<file path="config.mk">
export PLATFORM = sky130hd
export DESIGN_NAME = uart_regbank
export DESIGN_NICKNAME = d
export VERILOG_FILES = /design/src/rtl/uart_rb_pkg.sv /design/src/rtl/uart_rb_lsr.sv /design/src/rtl/uart_rb_intid.sv /design/src/rtl/uart_regbank.sv
export SDC_FILE = /design/constraint.sdc
export NUM_CORES = 1
export LEC_CHECK = 0
export BUFFER_PORTS_ARGS = -buffer_cell sky130_fd_sc_hd__buf_2
export CORE_MARGIN = 1
export CORE_UTILIZATION = 36
export DETAILED_ROUTE_END_ITERATION = 6
export PLACE_DENSITY_LB_ADDON = 0.12
export SLEW_MARGIN = 40
export SYNTH_ARGS = -nofsm -noshare
export SYNTH_HDL_FRONTEND = slang
export SYNTH_HIERARCHICAL = 1
export SYNTH_SLANG_ARGS = --single-unit
</file>
<file path="constraint.sdc">
create_clock -name clk -period 5.4 [get_ports clk]
set_input_delay 0.54 -clock clk [delete_from_list [all_inputs] [get_ports clk]]
set_output_delay 0.54 -clock clk [all_outputs]
set_load 0.02 [all_outputs]
</file>
<file path="src/rtl/uart_rb_pkg.sv">
package uart_rb_pkg;
    localparam int REG_W = 8;
    localparam int DIV_W = 2 * REG_W;
    localparam int IER_W = 7;

    typedef enum logic [2:0] {
        OFS_DATA = 3'd0,
        OFS_IER  = 3'd1,
        OFS_IIR  = 3'd2,
        OFS_LCR  = 3'd3,
        OFS_GAP4 = 3'd4,
        OFS_LSR  = 3'd5,
        OFS_GAP6 = 3'd6,
        OFS_SCR  = 3'd7
    } ofs_e;

    typedef enum logic [1:0] {
        SRC_NONE   = 2'b00,
        SRC_TXREQ  = 2'b01,
        SRC_RXDATA = 2'b10,
        SRC_RXERR  = 2'b11
    } src_e;

    // interrupt-enable bit positions
    localparam int IE_RDA  = 0;
    localparam int IE_TX   = 1;
    localparam int IE_LS   = 2;
    localparam int IE_RSV  = 3;
    localparam int IE_RTO  = 4;
    localparam int IE_NRZ  = 5;
    localparam int IE_UNIT = 6;

    // line-control bit positions
    localparam int LC_STOP  = 2;
    localparam int LC_PEN   = 3;
    localparam int LC_EVEN  = 4;
    localparam int LC_STICK = 5;
    localparam int LC_BRK   = 6;
    localparam int LC_DLAB  = 7;

    // FIFO-control bit positions
    localparam int FC_EN    = 0;
    localparam int FC_RXRST = 1;
    localparam int FC_TXRST = 2;
    localparam int FC_TRIG  = 6;

    typedef struct packed {
        logic [DIV_W-1:0] div;
        logic [IER_W-1:0] ier;
        logic [REG_W-1:0] lcr;
        logic [REG_W-1:0] scr;
        logic             fifo_en;
        logic [1:0]       trig;
        logic             rx_rst;
        logic             tx_rst;
        logic             thr_req;
        logic             tx_empty_prev;
    } regs_t;
endpackage

</file>
<file path="src/rtl/uart_rb_lsr.sv">
module uart_rb_lsr (
    input  logic       clk,
    input  logic       rst_n,
    input  logic       clr,
    input  logic       set_oe,
    input  logic       set_pe,
    input  logic       set_fe,
    input  logic       set_bi,
    output logic [3:0] sticky
);
    // order {break, framing, parity, overrun}
    logic [3:0] sticky_d, sticky_q;

    always_comb begin
        sticky_d = clr ? 4'b0000 : sticky_q;
        sticky_d = sticky_d | {set_bi, set_fe, set_pe, set_oe};
    end

    always_ff @(posedge clk or negedge rst_n) begin
        if (!rst_n) sticky_q <= 4'b0000;
        else        sticky_q <= sticky_d;
    end

    assign sticky = sticky_q;
endmodule

</file>
<file path="src/rtl/uart_rb_intid.sv">
module uart_rb_intid
    import uart_rb_pkg::*;
#(
    parameter int LVL_W = 6
) (
    input  logic [IER_W-1:0] ier,
    input  logic             fifo_en,
    input  logic [1:0]       trig,
    input  logic [LVL_W-1:0] rx_level,
    input  logic             rx_timeout,
    input  logic             err_any,
    input  logic             thr_req,
    output logic [3:0]       id_low,
    output src_e             src,
    output logic             any_src
);
    localparam int CMP_W = LVL_W + 1;

    logic [CMP_W-1:0] thresh;
    logic rda_hit, s_err, s_rda, s_to, s_tx;

    always_comb begin
        if (trig == 2'b00) thresh = CMP_W'(1);
        else               thresh = CMP_W'(4) << trig;
        rda_hit = fifo_en ? ({1'b0, rx_level} >= thresh) : (rx_level != '0);
    end

    assign s_err   = err_any    & ier[IE_LS];
    assign s_rda   = rda_hit    & ier[IE_RDA];
    assign s_to    = rx_timeout & ier[IE_RTO];
    assign s_tx    = thr_req    & ier[IE_TX];
    assign any_src = s_err | s_rda | s_to | s_tx;

    always_comb begin
        if (s_err)               src = SRC_RXERR;
        else if (s_rda || s_to)  src = SRC_RXDATA;
        else if (s_tx)           src = SRC_TXREQ;
        else                     src = SRC_NONE;
        id_low = {(src == SRC_RXDATA) && s_to, src, ~any_src};
    end
endmodule

</file>
<file path="src/rtl/uart_regbank.sv">
module uart_regbank
    import uart_rb_pkg::*;
#(
    parameter int          DATA_W  = 32,
    parameter int          ADDR_W  = 5,
    parameter int          LVL_W   = 6,
    parameter int unsigned DIV_RST = 1
) (
    input  logic              clk,
    input  logic              rst_n,
    input  logic              bus_sel,
    input  logic              bus_wr,
    input  logic [ADDR_W-1:0] bus_addr,
    input  logic [DATA_W-1:0] bus_wdata,
    output logic [DATA_W-1:0] bus_rdata,
    input  logic [REG_W-1:0]  rx_data,
    output logic              rx_pop,
    output logic              tx_push,
    output logic [REG_W-1:0]  tx_data,
    input  logic [LVL_W-1:0]  rx_level,
    input  logic              rx_timeout,
    input  logic              tx_empty,
    input  logic              tx_idle,
    input  logic              fifo_err,
    input  logic              set_overrun,
    input  logic              set_parity,
    input  logic              set_framing,
    input  logic              set_brk,
    output logic [DIV_W-1:0]  divisor,
    output logic [1:0]        word_len,
    output logic              stop_two,
    output logic              parity_en,
    output logic              parity_even,
    output logic              parity_stick,
    output logic              break_ctl,
    output logic              unit_en,
    output logic              nrz_en,
    output logic              fifo_en,
    output logic [1:0]        rx_trig,
    output logic              tx_fifo_rst,
    output logic              rx_fifo_rst,
    output logic              irq
);
    localparam int WSEL_LSB = $clog2(DATA_W / 8);
    localparam int OFS_W    = ADDR_W - WSEL_LSB;
    localparam logic [IER_W-1:0] IER_MASK = ~(IER_W'(1) << IE_RSV);

    regs_t st_d, st_q;
    ofs_e  ofs;
    logic  rd, wr, dlab;
    logic [REG_W-1:0] wd, rd_byte, iir_word, lsr_word;
    logic [3:0] err_sticky;
    logic [3:0] id_low;
    src_e  cur_src;
    logic  any_src;
    logic  unused_bits;

    assign ofs  = ofs_e'(bus_addr[ADDR_W-1 -: OFS_W]);
    assign rd   = bus_sel & ~bus_wr;
    assign wr   = bus_sel &  bus_wr;
    assign wd   = bus_wdata[REG_W-1:0];
    assign dlab = st_q.lcr[LC_DLAB];
    assign unused_bits = ^{bus_wdata[DATA_W-1:REG_W], bus_addr[WSEL_LSB-1:0]};

    uart_rb_lsr u_lsr (
        .clk    (clk),
        .rst_n  (rst_n),
        .clr    (rd && ofs == OFS_LSR),
        .set_oe (set_overrun),
        .set_pe (set_parity),
        .set_fe (set_framing),
        .set_bi (set_brk),
        .sticky (err_sticky)
    );

    uart_rb_intid #(.LVL_W(LVL_W)) u_intid (
        .ier        (st_q.ier),
        .fifo_en    (st_q.fifo_en),
        .trig       (st_q.trig),
        .rx_level   (rx_level),
        .rx_timeout (rx_timeout),
        .err_any    (|err_sticky),
        .thr_req    (st_q.thr_req),
        .id_low     (id_low),
        .src        (cur_src),
        .any_src    (any_src)
    );

    assign iir_word = {{2{st_q.fifo_en}}, 2'b00, id_low};
    assign lsr_word = {fifo_err, tx_empty & tx_idle, tx_empty, err_sticky, rx_level != '0};

    always_comb begin
        st_d               = st_q;
        st_d.rx_rst        = 1'b0;
        st_d.tx_rst        = 1'b0;
        st_d.tx_empty_prev = tx_empty;

        // clearing events for the transmit request
        if (rd && ofs == OFS_IIR && cur_src == SRC_TXREQ) st_d.thr_req = 1'b0;
        if (wr && ofs == OFS_DATA && !dlab)               st_d.thr_req = 1'b0;

        if (wr) begin
            unique case (ofs)
                OFS_DATA: if (dlab) st_d.div[REG_W-1:0] = wd;
                OFS_IER: begin
                    if (dlab) st_d.div[DIV_W-1:REG_W] = wd;
                    else      st_d.ier = wd[IER_W-1:0] & IER_MASK;
                end
                OFS_IIR: begin
                    st_d.fifo_en = wd[FC_EN];
                    st_d.rx_rst  = wd[FC_RXRST];
                    st_d.tx_rst  = wd[FC_TXRST];
                    st_d.trig    = wd[FC_TRIG +: 2];
                end
                OFS_LCR: st_d.lcr = wd;
                OFS_SCR: st_d.scr = wd;
                default: ;
            endcase
        end

        // setting events win over clearing ones
        if (tx_empty && !st_q.tx_empty_prev) st_d.thr_req = 1'b1;
        if (wr && ofs == OFS_IER && !dlab && wd[IE_TX] && !st_q.ier[IE_TX] && tx_empty)
            st_d.thr_req = 1'b1;
    end

    always_ff @(posedge clk or negedge rst_n) begin
        if (!rst_n) begin
            st_q               <= '0;
            st_q.div           <= DIV_W'(DIV_RST);
            st_q.tx_empty_prev <= 1'b1;
        end else begin
            st_q <= st_d;
        end
    end

    always_comb begin
        unique case (ofs)
            OFS_DATA: rd_byte = dlab ? st_q.div[REG_W-1:0] : rx_data;
            OFS_IER:  rd_byte = dlab ? st_q.div[DIV_W-1:REG_W] : {1'b0, st_q.ier};
            OFS_IIR:  rd_byte = iir_word;
            OFS_LCR:  rd_byte = st_q.lcr;
            OFS_LSR:  rd_byte = lsr_word;
            OFS_SCR:  rd_byte = st_q.scr;
            default:  rd_byte = '0;
        endcase
    end

    assign bus_rdata    = {{(DATA_W-REG_W){1'b0}}, rd_byte};
    assign rx_pop       = rd && ofs == OFS_DATA && !dlab;
    assign tx_push      = wr && ofs == OFS_DATA && !dlab;
    assign tx_data      = wd;

    assign divisor      = st_q.div;
    assign word_len     = st_q.lcr[1:0];
    assign stop_two     = st_q.lcr[LC_STOP];
    assign parity_en    = st_q.lcr[LC_PEN];
    assign parity_even  = st_q.lcr[LC_EVEN];
    assign parity_stick = st_q.lcr[LC_STICK];
    assign break_ctl    = st_q.lcr[LC_BRK];
    assign unit_en      = st_q.ier[IE_UNIT];
    assign nrz_en       = st_q.ier[IE_NRZ];
    assign fifo_en      = st_q.fifo_en;
    assign rx_trig      = st_q.trig;
    assign tx_fifo_rst  = st_q.tx_rst;
    assign rx_fifo_rst  = st_q.rx_rst;
    assign irq          = st_q.ier[IE_UNIT] & any_src;
endmodule

</file>
# Yosys cells after proc, flatten, opt, wreduce, memory -nomap -nowiden
# Index checks and enable logic that the tools add are counted.
# classes
n_reduce_logical,29
eq_ne,7
bitwise,15
n_mux,15
magnitude_cmp,1
shifts,1
# op_table
op,count
one-hot mux 8 bit (6 select lines),1
2-to-1 mux 8 bit,2
logical AND 1 bit,14
AND reduction 3 bit,3
bitwise AND 1 bit,8
2-to-1 mux 2 bit,4
greater-or-equal comparator 6 x 7 -> 1 bit,1
2-to-1 mux 7 bit,1
left shift 3 x 2 -> 7 bit (first input constant),1
equality test 3 x 2 -> 1 bit (second input constant),2
equality test 3 bit (second input constant),2
2-to-1 mux 1 bit,6
AND reduction 2 bit,3
nonzero test 6 bit,1
2-to-1 mux 4 bit,1
OR 4 bit,1
nonzero test 4 bit,1
OR reduction 4 bit,1
equality test 3 x 1 -> 1 bit (second input constant),1
logical NOT 1 bit,3
logical NOT 3 bit,1
inverter 1 bit,3
OR 1 bit,3
equality test 2 x 1 -> 1 bit (second input constant),1
3 further kinds,3
# totals
word_cells,80
in_bits,63
register_bits,49
out_inout_bits,73

# Logic depth before layout (Yosys ltp)
# Gate-level depths: netlist (run 1).
# depth
word_depth,14
mapped_depth,10
depth_no_buf,9

# Cells and area by module
# The synthesis (run 1) kept the hierarchy.
# modules_own_cells
module,seq_area_each_um2,n_inst,cells_each,area_per_inst_um2
uart_regbank,1128.6,1,242,2735.1
uart_rb_intid,0.0,1,30,210.2
uart_rb_lsr,100.1,1,9,133.9

# Worst setup path after synthesis (run 1)
# Ideal clock, no wire load.
# synth_timing
path_type,input-to-output
from,input port rx_level[5]
to,output port bus_rdata[0]
cell_stages,7
slack_ps,3020
required_ps,4860
arrival_ps,1840
path_buffers,0
cell_sequence,ha_1 o211ai_1 nand3_1 nand4_2 and3_2 o2bb2ai_1 or3_1
# synth_between
elab_chain_cells,8
word_cells_on_any_way,9
classes_between,order compare: 1; mux: 2; bitwise: 5; reduce/logical: 1
# synth_rtl
element,line_no,source
"start, declared",uart_regbank.sv:20,"input logic [LVL_W-1:0] rx_level,"
greater-or-equal comparator 6 x 7 -> 1 bit / nonzero test 6 bit (equally long branches),uart_rb_intid.sv:25,"rda_hit = fifo_en ? ({1'b0, rx_level} >= thresh) : (rx_level != '0);"
2-to-1 mux 1 bit *,uart_rb_intid.sv:25,
bitwise AND 1 bit *,uart_rb_intid.sv:29,assign s_rda = rda_hit & ier[IE_RDA];
OR 1 bit * (3 in series),uart_rb_intid.sv:32,assign any_src = s_err | s_rda | s_to | s_tx;
inverter 1 bit *,uart_rb_intid.sv:39,"id_low = {(src == SRC_RXDATA) && s_to, src, ~any_src};"
net id_low[0],uart_regbank.sv:53,logic [3:0] id_low;
one-hot mux 8 bit (6 select lines) *,uart_regbank.sv:138,unique case (ofs)
"end, declared",uart_regbank.sv:15,"output logic [DATA_W-1:0] bus_rdata,"
# Mark *: on every way through the listed nets, which the timed path passes. The rest lies on a longest branch.

# Worst setup path after layout (run 1)
# layout_timing
from,"register st_q, in the netlist rx_trig[0]"
to,output port bus_rdata[0]
# layout_between
elab_chain_cells,10
word_cells_on_any_way,11
classes_between,order compare: 1; shift: 1; mux: 3; bitwise: 5; reduce/logical: 1
# layout_rtl
element,line_no,source
"start, declared",uart_regbank.sv:48,"regs_t st_d, st_q;"
"start signal, assigned",uart_regbank.sv:133,st_q <= st_d;
left shift 3 x 2 -> 7 bit / logical NOT 2 bit (equally long branches),"uart_rb_intid.sv:24, uart_rb_intid.sv:23",
2-to-1 mux 7 bit *,uart_rb_intid.sv:23,if (trig == 2'b00) thresh = CMP_W'(1);
greater-or-equal comparator 6 x 7 -> 1 bit *,uart_rb_intid.sv:25,
2-to-1 mux 1 bit *,uart_rb_intid.sv:25,
bitwise AND 1 bit *,uart_rb_intid.sv:29,
OR 1 bit * (3 in series),uart_rb_intid.sv:32,
inverter 1 bit *,uart_rb_intid.sv:39,
net id_low[0],uart_regbank.sv:53,
one-hot mux 8 bit (6 select lines) *,uart_regbank.sv:138,
# Marked as above.

==> reports/metrics.csv, run 1 <==
metric,value,unit
status,finished clean,
slew_violations,0,
p_int,0.000700,W
ys_seq_elements,49,
drive_gt1_share,44.9,%
htreeDepth,2,
grt_overflow,0,
ir_worst_vdd,0.158,mV
fin_crit,2.94,ns
diodes,0,
p_sw_share,36.7,%
postCtsSetupRepairBufs,0,
rsz0062_at_grt,no,
cap_violations,0,
fin_setup_tns,0,ns
post-route-period-util,54.4,%
place.gp.congestion,0.823,
postRouteAntennaNets,0,
path_buf_inv,1,
die_w,94.5,um
netlist_top_cells_count,"buf_4, dfrtp_1, mux2_2",
slew_headroom,57.0,%
p_seq_share,45.2,%
dr.max_layer_used,met4,
syn-mean-instance-area,11.0,sq um
multiInputGateArea,0.00145,sq mm
via_count,2213,
ios,136,
clk_path_buf_depth,2,
track_usage,17.7,%
ys_warn_count,6,
crit_family,simple AND/OR/NAND/NOR gates,
yosysTopAreaCellShare,38.2,%
synth_xor_area_share,0,%
combinationalPowerShare,35.7,%
synthMuxAreaShare,21.0,%
drc,0,
cts_tree,yes,
drt_iter0_markers,94,
dr_wl_met3,608,um
fillers,870,
yosys.area_share.simple,12.3,%
end_kind,output pin,
startpoint_type,flop,
yosysTopAreaCell,dfrtp_1,
whs,0.337,ns
synth_edf_count,0,
synthFlopType,dfrtp_1,
ys_seq_area_share,39.9,%
synthAdderAreaFrac,1.63,%
vias_per_cell,5.04,
area_growth_syn_to_layout,8.86,%
hpwl,5.34,mm
syn_area,0.00308,sq mm
hold_buffers,0,
antenna_found_initial,0,
p_total,0.00111,W
p_clk_share,19.2,%
grt_pass1_vias,2107,
drtPass1Iterations,4,
fin_skew,0.00402,ns
grt_pass1_wl,11.8,mm
cp_max_fo,6,
slowest_delay,0.44,ns
yosysUniqueCellTypes,50,
clk_latency,0.30,ns
grt_max_degree,50,
max_freq,340,MHz
cts-resized-gates,0,
met1Wirelength,3.42,mm
hp-class,input port to async pin,
post-route-util,40.6,%
ys_top_cells_by_area,"dfrtp_1, mux2_2, buf_4, mux2i_1, dfstp_2",
async_reset_ff_share,100,%
finalSetupViolations,0,
p_per_area,330,mW/mm^2
wl_per_cell,17.0,um
wl_met2,3.39,mm
hold_viol,0,
required,4.86,ns
die-area,0.00893,sq mm
p_sw,0.000406,W
cts_made_buffers,5,
start_util,37.3,%
portBuffers,85,
clk_pin_slew_worst_paths,0.09,ns
synth_compound_area_share,8.90,%
core-area,0.00826,sq mm
final-seq-area,0.00123,sq mm
cp_slowest_cell,dfrtp_1,
cp_cell_sequence,"nand2b_1, ha_1, o211ai_1, nand3_1, nand4_2, and3_2, o2bb2ai_1, or3_1, buf_2",
drt-total-wl,7.46,mm
synth_cells,281,
nets,400,
root_buffer,clkbuf_8,
rows,33,
synth_top_family_by_area,multiplexers,
yosysMostFrequentCell,buf_4,
cts_sinks,49,
crit_type,flop to output pin,
cp_data_arrival_time,2.40,ns
leakage,1.62,nW
die_h,94.5,um
tightest_slew,0.645,ns
==> sequential cells by signal, indices dropped and copies added, names as in the netlist <==
| name | count |
|---|---|
| divisor | 16 |
| st_q | 14 |
| u_lsr/sticky | 4 |
| rx_trig | 2 |
| word_len | 2 |
| break_ctl | 1 |
| dlab | 1 |
| fifo_en | 1 |
| nrz_en | 1 |
| parity_en | 1 |
| parity_even | 1 |
| parity_stick | 1 |
| rx_fifo_rst | 1 |
| stop_two | 1 |
| tx_fifo_rst | 1 |
| unit_en | 1 |
==> area by class of cell <==
| cell class | instances | area share (%) |
|---|---|---|
| clock buffers | 6 | 2.16 |
| clock inverters | 2 | 0.299 |
| inverters | 6 | 0.672 |
| multi-input cells | 184 | 43.2 |
| flip-flops and latches | 49 | 36.7 |
| well taps | 105 | 3.92 |
| repair buffers | 87 | 13.1 |
==> worst paths after layout <==
| kind | start | to | slack [ns] | cells past startpoint |
|---|---|---|---|---|
| worst max-delay path | rx_trig[0] | bus_rdata[0] | 2.46 | 9 |
| worst min-delay path | rst_n | divisor[12] | 0.34 | 2 |
| worst max register to register | rx_trig[0] | st_q[1] | 3.32 | 9 |
| worst min register to register | st_q[14] | st_q[14] | 0.51 | 1 |
| max in group asynchronous | rst_n | st_q[10] | 4.63 | 2 |
| min in group clk | tx_empty | st_q[0] | 0.39 | 1 |
==> metrics by stage <==
stage / instances / setup slack (ns) / instance area, sq um
after floorplan: 304 / 3.02 / 3170
after global placement: 431 / 2.69 / 3260
after detailed placement: 431 / 2.68 / 3270
after CTS: 439 / 2.43 / 3350
after global routing: 439 / 2.29 / 3350
final: 439 / 2.46 / 3350
==> per-layer routing <==
layer	up-vias	GRT usage (%)
met5	-	0
met4	0	3.79
met3	4	2.82
met2	104	27.7
met1	1077	25.7
li1	1028	-
==> layout by cell type (no fill, tap or decap), drive strengths merged, types with 2 or more instances in the layout <==
cell     instances
nand2            8
clkbuf           6
buf             87
clkinv           2
or3              4
dfrtp           47
a21o             4
mux2i           13
a22o             2
nor2            10
a21oi            3
nor3b            2
conb            24
ha               4
a211oi           2
nor3             7
o211ai           2
inv              6
o21ai            3
a22oi            2
o22ai            4
and3             2
nand3b           2
o2bb2ai          4
mux2            44
nor2b            5
nand3            7
a211o            2
o41ai            2
nand2b           6
and2             4
dfstp            2
==> kinds of logic after synthesis <==
logic type               Yosys count
flip-flops                        49
AO/OA/AOI/OAI                     36
other                              1
multiplexers                      58
adder cells (fa/ha/maj)            4
buffers and inverters             71
AND/OR/NAND/NOR                   62
==> power by group through the flow <==
stage | clock [W] | sequential, W | combinational (W)
6_report | 0.000212 | 0.000500 | 0.000394
5_1_grt | 0.000234 | 0.000514 | 0.000431
4_1_cts | 0.000221 | 0.000501 | 0.000399
3_5_place_dp | 0 | 0.000508 | 0.000398
3_3_place_gp | 0 | 0.000507 | 0.000394
2_1_floorplan | 0 | 0.000506 | 0.000332
No activity file was read; power rests on OpenSTA's default activity.
==> inputs of run 2 (changes only) <==
Settings changed: ABC_AREA from default to 1.
Clock period 5.4 ns to 2.9 ns, I/O delays scaled along.
==> reports/metrics.csv, run 2 <==
metric,value,unit
grt_max_degree,50,
drc,7,
yosysTopAreaCell,dfrtp_1,
clk_pin_slew_worst_paths,0.09,ns
synth_cells,428,
synthFlopType,dfrtp_1,
post-route-util,41.0,%
cp_slowest_cell,dfrtp_1,
clk_path_buf_depth,2,
cp_data_arrival_time,2.37,ns
reg2reg_slack,1.03,ns
wl_per_cell,14.1,um
place.gp.congestion,0.794,
crit_family,simple AND/OR/NAND/NOR gates,
area_growth_syn_to_layout,8.37,%
diodes,0,
drtPass1Iterations,7,
cp_max_fo,6,
cap_violations,0,
startpoint_type,flop,
cts_made_buffers,5,
syn_area,0.00335,sq mm
die_w,98.4,um
required,2.61,ns
synth_edf_count,0,
fin_skew,0.00555,ns
crit_type,flop to output pin,
drive_gt1_share,32.4,%
ys_top_cells_by_area,"dfrtp_1, buf_4, nand2_1, inv_1, o21ai_2",
hold_viol,0,
hp-class,input port to async pin,
post-route-period-util,91.7,%
fillers,957,
antenna_found_initial,0,
cp_cell_sequence,"or2_1, ha_1, clkinv_1, nand2_1, nand2_1, a21oi_2, nand2_2, nand3_2, nand2_2, nor2_1, inv_1, o21ai_1, nor2_1, nand3_1, buf_2",
status,"complete, but fails checks",
rsz0062_at_grt,no,
netlist_top_cells_count,"nand2_1, buf_4, dfrtp_1",
nets,548,
yosysMostFrequentCell,nand2_1,
grt_pass1_vias,2488,
finalSetupViolations,0,
slew_headroom,58.2,%
ys_warn_count,6,
htreeDepth,2,
root_buffer,clkbuf_8,
fin_crit,2.66,ns
p_total,0.00215,W
ys_seq_area_share,36.7,%
end_kind,output pin,
core-area,0.00885,sq mm
p_int,0.00133,W
hpwl,6.46,mm
p_sw,0.000821,W
syn-mean-instance-area,7.82,sq um
die-area,0.00969,sq mm
tightest_slew,0.627,ns
leakage,2.00,nW
postRouteAntennaNets,0,
via_count,2669,
final_cell_mix,"nand2_1, buf_2, dfrtp_1, inv_1, nor2_1",
p_per_area,592,mW/mm^2
clk_latency,0.30,ns
slew_violations,0,
p_seq_share,41.9,%
p_clk_share,24.1,%
slowest_delay,0.43,ns
rows,34,
max_freq,376,MHz
grt_pass1_wl,13.1,mm
drt-total-wl,8.29,mm
cts_sinks,49,
track_usage,17.6,%
ios,136,
combinationalPowerShare,34.0,%
start_util,37.8,%
p_sw_share,38.2,%
async_reset_ff_share,100,%
drt_iter0_markers,150,
path_buf_inv,3,
die_h,98.4,um
fin_setup_tns,0,ns
ys_seq_elements,49,
portBuffers,85,
yosysTopAreaCellShare,35.1,%
ir_worst_vdd,0.248,mV
vias_per_cell,4.52,
largest_reg_flops,16,
yosysUniqueCellTypes,34,
layout_commonest_cell,nand2_1,
cts_tree,yes,
grt_overflow,0,
violations,design-rule violations,
-- run 2: cell types whose count changed after synthesis, moves of 5 or more --
| cell | change |
|---|---|
| nand2_1 | +99 |
| mux2_2 | -44 |
| inv_1 | +35 |
| nor2_1 | +26 |
| o21ai_0 | +20 |
| o21ai_2 | +16 |
| mux2i_1 | -13 |
| nand4_1 | +13 |
| o21ai_1 | +11 |
| inv_2 | +8 |
| nand2_2 | +8 |
| nand2b_1 | -6 |
| nand3_1 | +5 |
| nor2b_1 | -5 |
-- run 2: power groups by stage --
stage	registers (W)	clock network (W)	logic, W
finish	0.000901	0.000517	0.000731
global route	0.000919	0.000553	0.000814
floorplan	0.000914	0	0.000612
global placement	0.000912	0	0.000727
CTS	0.000903	0.000529	0.000735
detailed placement	0.000916	0	0.000732
-- run 2: stage by stage --
step,hold WS (ns),instance area [sq um],cells,setup WS (ns)
6_report,0.0819,3630,590,0.240
2_1_floorplan,-0.00559,3430,451,0.773
5_1_grt,0.0991,3630,590,0.0280
4_1_cts,0.104,3620,589,0.134
3_3_place_gp,0.427,3500,581,0.500
3_5_place_dp,0.429,3500,581,0.483
-- run 2: final timing paths --
path                            startpoint           end  depth (start not counted)
worst min-delay path                 rst_n     parity_en                          2
min in group clk                  tx_empty       st_q[0]                          1
worst min register to register  divisor[0]    divisor[0]                          2
max in group asynchronous            rst_n      st_q[25]                          2
worst max-delay path            rx_trig[1]  bus_rdata[3]                         15
worst max register to register  rx_trig[0]       st_q[1]                         15
-- run 2: per-layer routing --
metal  global-route usage, %  up-vias  part of all wire [%]  wire length [um]
li1                        -     1377                     -                 -
met1                    24.1     1196                    46              3790
met2                    28.1       87                    47              3910
met3                    3.69        9                   6.1               504
met4                    5.17        0                   1.0                84
met5                       0        -                     0                 0
-- run 2: cells by family after synthesis --
group / share of synthesized area (%)
other cells: 0.112
compound gates: 10.9
buf+inv: 21.7
fa+ha+maj: 1.49
simple gates: 29.1
flops: 36.7
-- run 2: what timing repair did --
item / CTS / global route
hold buffers: 0 / 0
setup endpoints to repair: 0 / 1
setup buffers: 0 / 1
resized for setup: 0 / 1
-- run 2: layout make-up --
cell class | count | area, sq um | share of cell area, %
clock buffer | 6 | 82.6 | 2.28
clock inverter | 2 | 37.5 | 1.03
inverter | 54 | 216 | 5.97
multi-input combinational | 283 | 1480 | 40.8
sequential | 49 | 1230 | 33.9
tap | 108 | 135 | 3.72
timing repair buffer | 88 | 448 | 12.3
==> inputs of run 3 (changes only) <==
Settings changed: CORE_MARGIN 1 to 3, PLACE_DENSITY_LB_ADDON 0.12 to 0.25.
==> reports/metrics.csv, run 3 (synthesized netlist as in run 2, its figures left out) <==
metric,value,unit
rows,34,
hp-class,input port to async pin,
wl_per_cell,14.5,um
dr.max_layer_used,met4,
cts_sinks,49,
track_usage,16.6,%
postRouteAntennaNets,0,
layout_commonest_cell,nand2_1,
diodes,0,
fin_ws,0.190,ns
hold_viol,20,
drt_iter0_markers,187,
required,2.61,ns
portBuffers,85,
fin_crit,2.71,ns
drc,0,
p_seq_share,42.1,%
die_w,102,um
wl_met2,4.06,mm
slowest_delay,0.44,ns
cts_tree,yes,
dr_wl_met3,439,um
crit_type,flop to output pin,
area_growth_syn_to_layout,8.22,%
die_h,102,um
pre_cts_ws,0.496,ns
hpwl,6.72,mm
p_total,0.00216,W
nets,547,
met1Wirelength,3.90,mm
startpoint_type,flop,
cap_violations,0,
start_util,37.7,%
cp_max_fo,6,
tightest_slew,0.620,ns
dpl-instance-area,0.00350,sq mm
grt_max_degree,50,
r2r-start,rx_trig[1],
post-route-period-util,93.4,%
drtPass1Iterations,4,
cts_made_buffers,5,
p_sw,0.000830,W
antenna_found_initial,0,
postLayoutCellArea,0.00362,sq mm
max_freq,369,MHz
end_kind,output pin,
p_int,0.00133,W
grt_overflow,0,
cp_slowest_cell,dfrtp_1,
drive_gt1_share,32.2,%
status,"complete, but fails checks",
place.gp.congestion,0.872,
p_clk_share,24.3,%
ir_worst_vdd,0.291,mV
drt-total-wl,8.57,mm
grt_pass1_vias,2569,
core-area,0.00889,sq mm
hold_buffers,0,
clk_path_buf_depth,2,
violations,negative hold slack,
cp_cell_sequence,"or2_1, ha_1, clkinv_1, nand2_1, nand2_1, a21oi_2, nand2_2, nand3_2, nand2_2, nor2_1, inv_1, o21ai_1, nor2_1, nand3_1, buf_2",
slew_violations,0,
r2r_end,st_q[1],
clk_pin_slew_worst_paths,0.09,ns
whs,-0.0142,ns
die-area,0.0105,sq mm
vias_per_cell,4.67,
fin_setup_tns,0,ns
leakage,1.99,nW
ios,136,
combinationalPowerShare,33.6,%
p_per_area,595,mW/mm^2
p_sw_share,38.5,%
root_buffer,clkbuf_8,
final_cell_mix,"nand2_1, buf_2, dfrtp_1, inv_1, nor2_1",
htreeDepth,2,
fin_skew,0.00442,ns
ff2ff_path_depth,14,
finalSetupViolations,0,
clk_latency,0.30,ns
cp_data_arrival_time,2.42,ns
slew_headroom,58.7,%
via_count,2748,
largest_reg_flops,16,
grt_pass1_wl,13.4,mm
reg2reg_slack,0.94,ns
[run 3: cell types whose count changed in the layout (fill, tap and decap cells not counted)]
cell,change
buf_2,-1
[run 3: power by group through the flow]
| stage | clock network [W] | logic [W] | registers, W |
|---|---|---|---|
| 2_1_floorplan | 0 | 0.000612 | 0.000914 |
| 3_3_place_gp | 0 | 0.000715 | 0.000917 |
| 3_5_place_dp | 0 | 0.000727 | 0.000922 |
| 4_1_cts | 0.000535 | 0.000729 | 0.000909 |
| 5_1_grt | 0.000561 | 0.000809 | 0.000926 |
| 6_report | 0.000524 | 0.000725 | 0.000907 |
[run 3: worst max-delay path by stage]
stage                     startpoint           end  slack [ns]  depth (start not counted)
final                     rx_trig[1]  bus_rdata[3]        0.19                         15
after global routing      rx_trig[1]  bus_rdata[3]      -0.003                         15
after CTS                 rx_trig[0]  bus_rdata[3]        0.14                         16
after detailed placement  rx_trig[1]  bus_rdata[3]        0.50                         15
after global placement    rx_trig[1]  bus_rdata[3]        0.53                         15
after floorplan           rx_trig[1]  bus_rdata[3]        0.77                         14
[run 3: through the flow]
step / instances / hold WS [ns] / utilization (%)
final: 589 / -0.0142 / 40.8
after global routing: 589 / 0.0508 / 40.8
after CTS: 588 / 0.0166 / 40.7
after detailed placement: 580 / 0.352 / 39.3
after global placement: 580 / 0.419 / 39.3
after floorplan: 451 / -0.00559 / -
[run 3: what timing repair did]
item / CTS / global route
resized for setup: 0 / 1
endpoints found under the setup margin: 0 / 1
buffers inserted: 0 / 1
[run 3: layout make-up]
cell class | count | area, sq um
fillers | 934 | 5270
clock buffers | 6 | 82.6
repair buffers | 87 | 443
inverters | 54 | 216
multi-input cells | 283 | 1480
clock inverters | 2 | 37.5
flip-flops and latches | 49 | 1230
well taps | 108 | 135
[run 3: worst max-delay path: cells and delay by family (launching register included)]
kind / cells / cell delay [ns]
simple gates: 9 / 0.85
flops: 1 / 0.44
fa+ha+maj: 1 / 0.28
compound gates: 2 / 0.27
buf+inv: 3 / 0.26
[run 3: layer usage]
layer / vias up / track usage (%)
li1: 1379 / -
met1: 1271 / 22.2
met2: 88 / 27.2
met3: 10 / 3.00
met4: 0 / 5.05
met5: - / 0
